File: src/rtl/rrf_pkg.sv
package rrf_pkg;
    typedef enum logic {
        ST_READY   = 1'b0,
        ST_PENDING = 1'b1
    } dep_state_t;
endpackage

File: src/rtl/rrf_entry.sv
module rrf_entry #(
    parameter int DATA_W = 32,
    parameter int TAG_W  = 5
) (
    input  logic              clk,
    input  logic              rst_n,
    input  logic              wr_en_i,
    input  logic [DATA_W-1:0] wr_data_i,
    input  logic [TAG_W-1:0]  cmt_tag_i,
    input  logic              claim_i,
    input  logic [TAG_W-1:0]  claim_tag_i,
    output logic [DATA_W-1:0] value_o,
    output logic [TAG_W-1:0]  tag_o,
    output logic              ready_o
);
    import rrf_pkg::*;

    dep_state_t        state_q, state_d;
    logic [TAG_W-1:0]  tag_q, tag_d;
    logic [DATA_W-1:0] value_q;

    // next state: claim wins over release
    always_comb begin
        state_d = state_q;
        tag_d   = tag_q;
        unique case (state_q)
            ST_READY: begin
                if (claim_i) begin
                    state_d = ST_PENDING;
                    tag_d   = claim_tag_i;
                end
            end
            ST_PENDING: begin
                if (claim_i) begin
                    tag_d = claim_tag_i;
                end else if (wr_en_i && (cmt_tag_i == tag_q)) begin
                    state_d = ST_READY;
                end
            end
        endcase
    end

    always_ff @(posedge clk) begin
        if (!rst_n) begin
            state_q <= ST_READY;
            tag_q   <= '0;
        end else begin
            state_q <= state_d;
            tag_q   <= tag_d;
        end
    end

    always_ff @(posedge clk) begin
        if (!rst_n)       value_q <= '0;
        else if (wr_en_i) value_q <= wr_data_i;
    end

    always_comb begin
        value_o = value_q;
        tag_o   = tag_q;
        ready_o = (state_q == ST_READY);
    end

    a_r3_value_held: assert property (@(posedge clk) disable iff (!rst_n)
        !wr_en_i |=> $stable(value_o));

    a_r4_mismatch_keeps_pending: assert property (@(posedge clk) disable iff (!rst_n)
        (!ready_o && !claim_i && wr_en_i && (cmt_tag_i != tag_o)) |=> (!ready_o && $stable(tag_o)));

    a_r6_claim_sets_pending: assert property (@(posedge clk) disable iff (!rst_n)
        claim_i |=> (!ready_o && (tag_o == $past(claim_tag_i))));

    a_r7_claim_beats_release: assert property (@(posedge clk) disable iff (!rst_n)
        (claim_i && wr_en_i) |=> (!ready_o && (value_o == $past(wr_data_i))));
endmodule

File: src/rtl/rrf_read_port.sv
module rrf_read_port #(
    parameter int NREG   = 32,
    parameter int DATA_W = 32,
    parameter int TAG_W  = 5,
    localparam int IDX_W = $clog2(NREG)
) (
    input  logic                         clk,
    input  logic                         rst_n,
    input  logic                         rd_en_i,
    input  logic [IDX_W-1:0]             rd_idx_i,
    input  logic                         byp_en_i,
    input  logic [IDX_W-1:0]             byp_idx_i,
    input  logic [DATA_W-1:0]            byp_data_i,
    input  logic [NREG-1:0][DATA_W-1:0]  vals_i,
    input  logic [NREG-1:0][TAG_W-1:0]   tags_i,
    input  logic [NREG-1:0]              ready_i,
    output logic [DATA_W-1:0]            value_o,
    output logic [TAG_W-1:0]             tag_o,
    output logic                         ready_o
);
    logic              is_zero, is_byp;
    logic [DATA_W-1:0] value_d;
    logic [TAG_W-1:0]  tag_d;
    logic              ready_d;

    always_comb begin
        is_zero = (rd_idx_i == '0);
        is_byp  = byp_en_i && (byp_idx_i == rd_idx_i);
        if (is_zero) begin
            value_d = '0;
            tag_d   = '0;
            ready_d = 1'b1;
        end else if (is_byp) begin
            value_d = byp_data_i;
            tag_d   = '0;
            ready_d = 1'b1;
        end else begin
            value_d = vals_i[rd_idx_i];
            tag_d   = tags_i[rd_idx_i];
            ready_d = ready_i[rd_idx_i];
        end
    end

    always_ff @(posedge clk) begin
        if (!rst_n) begin
            value_o <= '0;
            tag_o   <= '0;
            ready_o <= 1'b1;
        end else if (rd_en_i) begin
            value_o <= value_d;
            tag_o   <= tag_d;
            ready_o <= ready_d;
        end
    end

    a_r2_hold_when_idle: assert property (@(posedge clk) disable iff (!rst_n)
        !rd_en_i |=> ($stable(value_o) && $stable(tag_o) && $stable(ready_o)));

    a_r5_bypass_forward: assert property (@(posedge clk) disable iff (!rst_n)
        (rd_en_i && byp_en_i && (byp_idx_i == rd_idx_i) && (rd_idx_i != '0))
        |=> (ready_o && (tag_o == '0) && (value_o == $past(byp_data_i))));

    a_r8_zero_read: assert property (@(posedge clk) disable iff (!rst_n)
        (rd_en_i && (rd_idx_i == '0)) |=> (ready_o && (tag_o == '0) && (value_o == '0)));
endmodule

File: src/rtl/rename_regfile.sv
module rename_regfile #(
    parameter int NREG   = 32,
    parameter int DATA_W = 32,
    parameter int TAG_W  = 5,
    localparam int IDX_W = $clog2(NREG)
) (
    input  logic              clk,
    input  logic              rst_n,
    input  logic              iss_valid,
    input  logic [TAG_W-1:0]  iss_tag,
    input  logic              src_a_en,
    input  logic [IDX_W-1:0]  src_a_idx,
    input  logic              src_b_en,
    input  logic [IDX_W-1:0]  src_b_idx,
    input  logic              dst_en,
    input  logic [IDX_W-1:0]  dst_idx,
    input  logic              cmt_valid,
    input  logic              cmt_has_dst,
    input  logic [TAG_W-1:0]  cmt_tag,
    input  logic [IDX_W-1:0]  cmt_idx,
    input  logic [DATA_W-1:0] cmt_data,
    output logic [DATA_W-1:0] a_value,
    output logic [TAG_W-1:0]  a_tag,
    output logic              a_ready,
    output logic [DATA_W-1:0] b_value,
    output logic [TAG_W-1:0]  b_tag,
    output logic              b_ready
);
    logic [NREG-1:0][DATA_W-1:0] vals;
    logic [NREG-1:0][TAG_W-1:0]  tags;
    logic [NREG-1:0]             readies;
    logic                        cmt_wr;

    assign cmt_wr = cmt_valid && cmt_has_dst;

    for (genvar i = 0; i < NREG; i++) begin : g_reg
        if (i == 0) begin : g_zero
            assign vals[i]    = '0;
            assign tags[i]    = '0;
            assign readies[i] = 1'b1;
        end else begin : g_live
            logic claim, wr;
            assign claim = iss_valid && dst_en && (dst_idx == IDX_W'(i));
            assign wr    = cmt_wr && (cmt_idx == IDX_W'(i));
            rrf_entry #(.DATA_W(DATA_W), .TAG_W(TAG_W)) u_entry (
                .clk         (clk),
                .rst_n       (rst_n),
                .wr_en_i     (wr),
                .wr_data_i   (cmt_data),
                .cmt_tag_i   (cmt_tag),
                .claim_i     (claim),
                .claim_tag_i (iss_tag),
                .value_o     (vals[i]),
                .tag_o       (tags[i]),
                .ready_o     (readies[i])
            );
        end
    end

    rrf_read_port #(.NREG(NREG), .DATA_W(DATA_W), .TAG_W(TAG_W)) u_port_a (
        .clk        (clk),
        .rst_n      (rst_n),
        .rd_en_i    (iss_valid && src_a_en),
        .rd_idx_i   (src_a_idx),
        .byp_en_i   (cmt_wr),
        .byp_idx_i  (cmt_idx),
        .byp_data_i (cmt_data),
        .vals_i     (vals),
        .tags_i     (tags),
        .ready_i    (readies),
        .value_o    (a_value),
        .tag_o      (a_tag),
        .ready_o    (a_ready)
    );

    rrf_read_port #(.NREG(NREG), .DATA_W(DATA_W), .TAG_W(TAG_W)) u_port_b (
        .clk        (clk),
        .rst_n      (rst_n),
        .rd_en_i    (iss_valid && src_b_en),
        .rd_idx_i   (src_b_idx),
        .byp_en_i   (cmt_wr),
        .byp_idx_i  (cmt_idx),
        .byp_data_i (cmt_data),
        .vals_i     (vals),
        .tags_i     (tags),
        .ready_i    (readies),
        .value_o    (b_value),
        .tag_o      (b_tag),
        .ready_o    (b_ready)
    );

    a_r1_reset_outputs: assert property (@(posedge clk)
        !rst_n |=> (a_ready && b_ready && (a_tag == '0) && (b_value == '0)));
endmodule

File: config.mk
export PLATFORM = sky130hd
export DESIGN_NAME = rename_regfile
export DESIGN_NICKNAME = d
export VERILOG_FILES = /design/src/rtl/rrf_pkg.sv /design/src/rtl/rrf_entry.sv /design/src/rtl/rrf_read_port.sv /design/src/rtl/rename_regfile.sv
export SDC_FILE = /design/constraint.sdc
export NUM_CORES = 2
export LEC_CHECK = 0
export BUFFER_PORTS_ARGS = -buffer_cell sky130_fd_sc_hd__buf_2
export CAP_MARGIN = 20
export CORE_MARGIN = 2
export CORE_UTILIZATION = 50
export CTS_BUF_LIST = sky130_fd_sc_hd__clkbuf_4 sky130_fd_sc_hd__clkbuf_8 sky130_fd_sc_hd__clkbuf_16
export DETAILED_ROUTE_END_ITERATION = 7
export PLACE_DENSITY = 0.66
export SLEW_MARGIN = 20
export SYNTH_ARGS = -nofsm -noshare
export SYNTH_HDL_FRONTEND = slang
export SYNTH_SLANG_ARGS = --single-unit
File: constraint.sdc
create_clock -name clk -period 3.2 [get_ports clk]
set_input_delay 0.16 -clock clk [delete_from_list [all_inputs] [get_ports clk]]
set_output_delay 0.16 -clock clk [all_outputs]
set_load 0.05 [all_outputs]
==> impl_metrics.csv <==
group,metric,value,unit
routing,wl_per_cell,30.4,um
synthesis,synthDistinctLibCells,74,
placement,gp_congestion,0.976,
routing,drt_wl_total,276000,um
placement,io_buffers,145,
clocking,cts_sinks,1254,
sta,skew,0.0302,ns
clocking,cts_htree_levels,4,
floorplan,dieArea,139000,um^2
sta,rsz0062_at_grt,"false",
floorplan,core,135000,um^2
sta,fin_tns_setup,0,ns
synthesis,syn_area_per_cell,9.25,um^2
sta,hold_viol,0,
synthesis,synth_seq_cells,1254,
cells_and_area,design_area,75600,um^2
grt,grt_pass1_vias,56800,
critical_path,startpoint_type,"primary input",
cells_and_area,drive_gt1_frac,0.177,
grt,grt.overflow.total,0,
synthesis,synth-main-ff-cell,"dfxtp_1",
flow_run,cap_violations,0,
synthesis,synthCells,7353,
cells_and_area,syn2layout_area_growth,11.3,%
clocking,cts_max_path_buffers,3,
power,leakage,0.0259,uW
floorplan,die_h,373,um
sta,finalSetupViolCount,0,
grt,grt_max_degree,244,
floorplan,start_util,0.503,
cells_and_area,final_nets,7251,
floorplan,rows,135,
clocking,clkLatencyLatePin,0.81,ns
cells_and_area,fillers,11800,
status,status,"finished, final reports clean",
sta,worst_pin_slew,1.24,ns
clocking,cts_tree,"done",
grt,grt_pass1_wl,399000,um
placement,dpl-instance-area,70400,um^2
power,p_per_area,475,nW/um^2
critical_path,crit_type,"in2reg",
routing,routed_via_density,6.68,
grt,grt_use_total,0.386,
floorplan,ioPinCount,146,
sta,max_slew_margin,0.171,
sta,final-max-slew-violation-count,0,
routing,first_pass_iters,8,
synthesis,synth_edf_count,0,
routing,drc,0,
sta,period_needed,2.40,ns
routing,drt_iter0_drc,9310,
synthesis,yosys_warnings,0,
critical_path,endpoint_kind,"register",
critical_path,arrival,3.09,ns
clocking,root_buffer,"clkbuf_16",
floorplan,die_w,373,um
clocking,clkTransAtPathRegs,0.07,ns
sta,fmax,416,MHz
synthesis,synthArstFlopShare,0,
power,peakVddDrop,0.000536,V
clocking,post_cts_resized,0,
hold_path,hold_path.class,"in2reg",
sta,finalCritPeriodShare,0.751,
clocking,numCtsBuffers,137,
grt,antenna_found_initial,26,
synthesis,syn-cell-area,68000,um^2
critical_path,path_max_fanout,21,
synthesis,synth_fp_nets,7423,
clocking,holdBufCountCts,46,
critical_path,required,3.89,ns
placement,place_hpwl,173000,um
clocking,post-cts-setup-buffers,0,
routing,ant_nets,0,
routing,vias,60700,
synthesis,yosysSeqAreaShare,0.369,
per-layer routing:
layer  global-route usage  vias up  routed length [um]
met5              0.00140        -                 326
li1                     -    25600                   -
met1                0.508    29700              104000
met4                0.206       38               17100
met3                0.122     1011               37700
met2                0.565     4370              117000
synth_stat cells, drive strengths merged (20+ instances only):
cell,n,area share
nand2,1978,0.11
dfxtp,1254,0.37
a21boi,967,0.11
clkbuf,505,0.028
mux4,478,0.16
mux2i,348,0.051
buf,262,0.024
nor2b,216,0.020
nor2,175,0.010
nand3,154,0.011
o21ai,150,0.011
o22ai,120,0.011
a22oi,96,0.011
xnor2,92,0.012
xor2,73,0.0094
mux2,68,0.011
a221oi,56,0.0075
a21oi,42,0.0031
nor3,35,0.0029
o211ai,30,0.0033
and3,23,0.0021
o2111ai,22,0.0028
o311a,20,0.0029
logic make-up after synthesis:
logic type | after synthesis | synth area share
AND/OR/NAND/NOR | 2669 | 0.165
multiplexers | 894 | 0.221
AO/OA/AOI/OAI | 1597 | 0.171
XOR/XNOR | 165 | 0.0213
flip-flops | 1254 | 0.369
buffers and inverters | 774 | 0.0524
placed cells by master (no fill, tap or decap), types with 73 or more instances in the layout:
| cell | instances |
|---|---|
| xnor2_1 | 92 |
| buf_4 | 218 |
| a22oi_1 | 95 |
| mux4_2 | 478 |
| o22ai_1 | 120 |
| buf_2 | 136 |
| a21boi_1 | 137 |
| nor2_1 | 152 |
| dfxtp_1 | 1254 |
| a21boi_0 | 830 |
| mux2i_1 | 348 |
| nand3_1 | 151 |
| nand2_1 | 1949 |
| clkbuf_16 | 137 |
| o21ai_0 | 135 |
| xor2_1 | 73 |
| nor2b_1 | 212 |
report_power, final:
| part | total [uW] | switching, uW | internal [uW] |
|---|---|---|---|
| Sequential | 15800 | 113 | 15700 |
| Clock | 16700 | 7140 | 9570 |
| Combinational | 3430 | 2300 | 1120 |
| Total | 36000 | 9560 | 26400 |
critical path, stage by stage:
cell	delay, ns
dlygate4sd3_1	0.57
buf_4	0.24
buf_4	0.29
nor4bb_2	0.91
buf_4	0.33
a22oi_1	0.10
nand4_1	0.21
a211oi_1	0.08
o21ai_1	0.10
nand2_1	0.06
worst paths after layout:
| path | from | to | slack [ns] | cells past startpoint |
|---|---|---|---|---|
| setup / recovery | src_b_idx[3] | u_port_b.value_o[30] | 0.80 | 10 |
| hold / removal | src_b_idx[2] | u_port_b.tag_o[4] | 0.05 | 5 |
| setup reg to reg | g_reg[23].g_live.u_entry.value_o[4] | u_port_b.value_o[4] | 1.28 | 5 |
| hold reg to reg | g_reg[1].g_live.u_entry.value_o[8] | g_reg[1].g_live.u_entry.value_o[8] | 0.46 | 2 |
through the flow:
stage	hold slack [ns]	cells	total power (uW)	util	setup WS [ns]
4_1_cts	0.00785	9071	35900	0.560	1.03
6_report	0.0466	9080	36000	0.560	0.797
3_3_place_gp	0.449	8777	19400	0.521	0.562
5_1_grt	0.0755	9073	36700	0.560	0.886
3_5_place_dp	0.459	8777	19400	0.521	0.528
2_1_floorplan	0.329	7353	18200	-	1.25
flip-flops by register name (all words and copies together) (netlist names):
signal and cells:
u_port_b.tag_o 5, u_port_a.ready_o 1, g.g_live.u_entry.value_o 992, g.g_live.u_entry.tag_o 155
u_port_a.value_o 32, u_port_a.tag_o 5, g.g_live.u_entry.state_q 31, u_port_b.ready_o 1
u_port_b.value_o 32
cell type report:
class | count | area (um^2) | share of cell area
antenna | 9 | 22.5 | 0.000298
sequential | 1254 | 25100 | 0.332
inverter | 7 | 26.3 | 0.000347
tap | 1781 | 2230 | 0.0295
clock inverter | 39 | 579 | 0.00766
multi-input combinational | 5325 | 39700 | 0.524
clock buffer | 209 | 4160 | 0.0549
timing repair buffer | 456 | 3860 | 0.0511
Note: power is estimated with default switching activity, not from simulation.
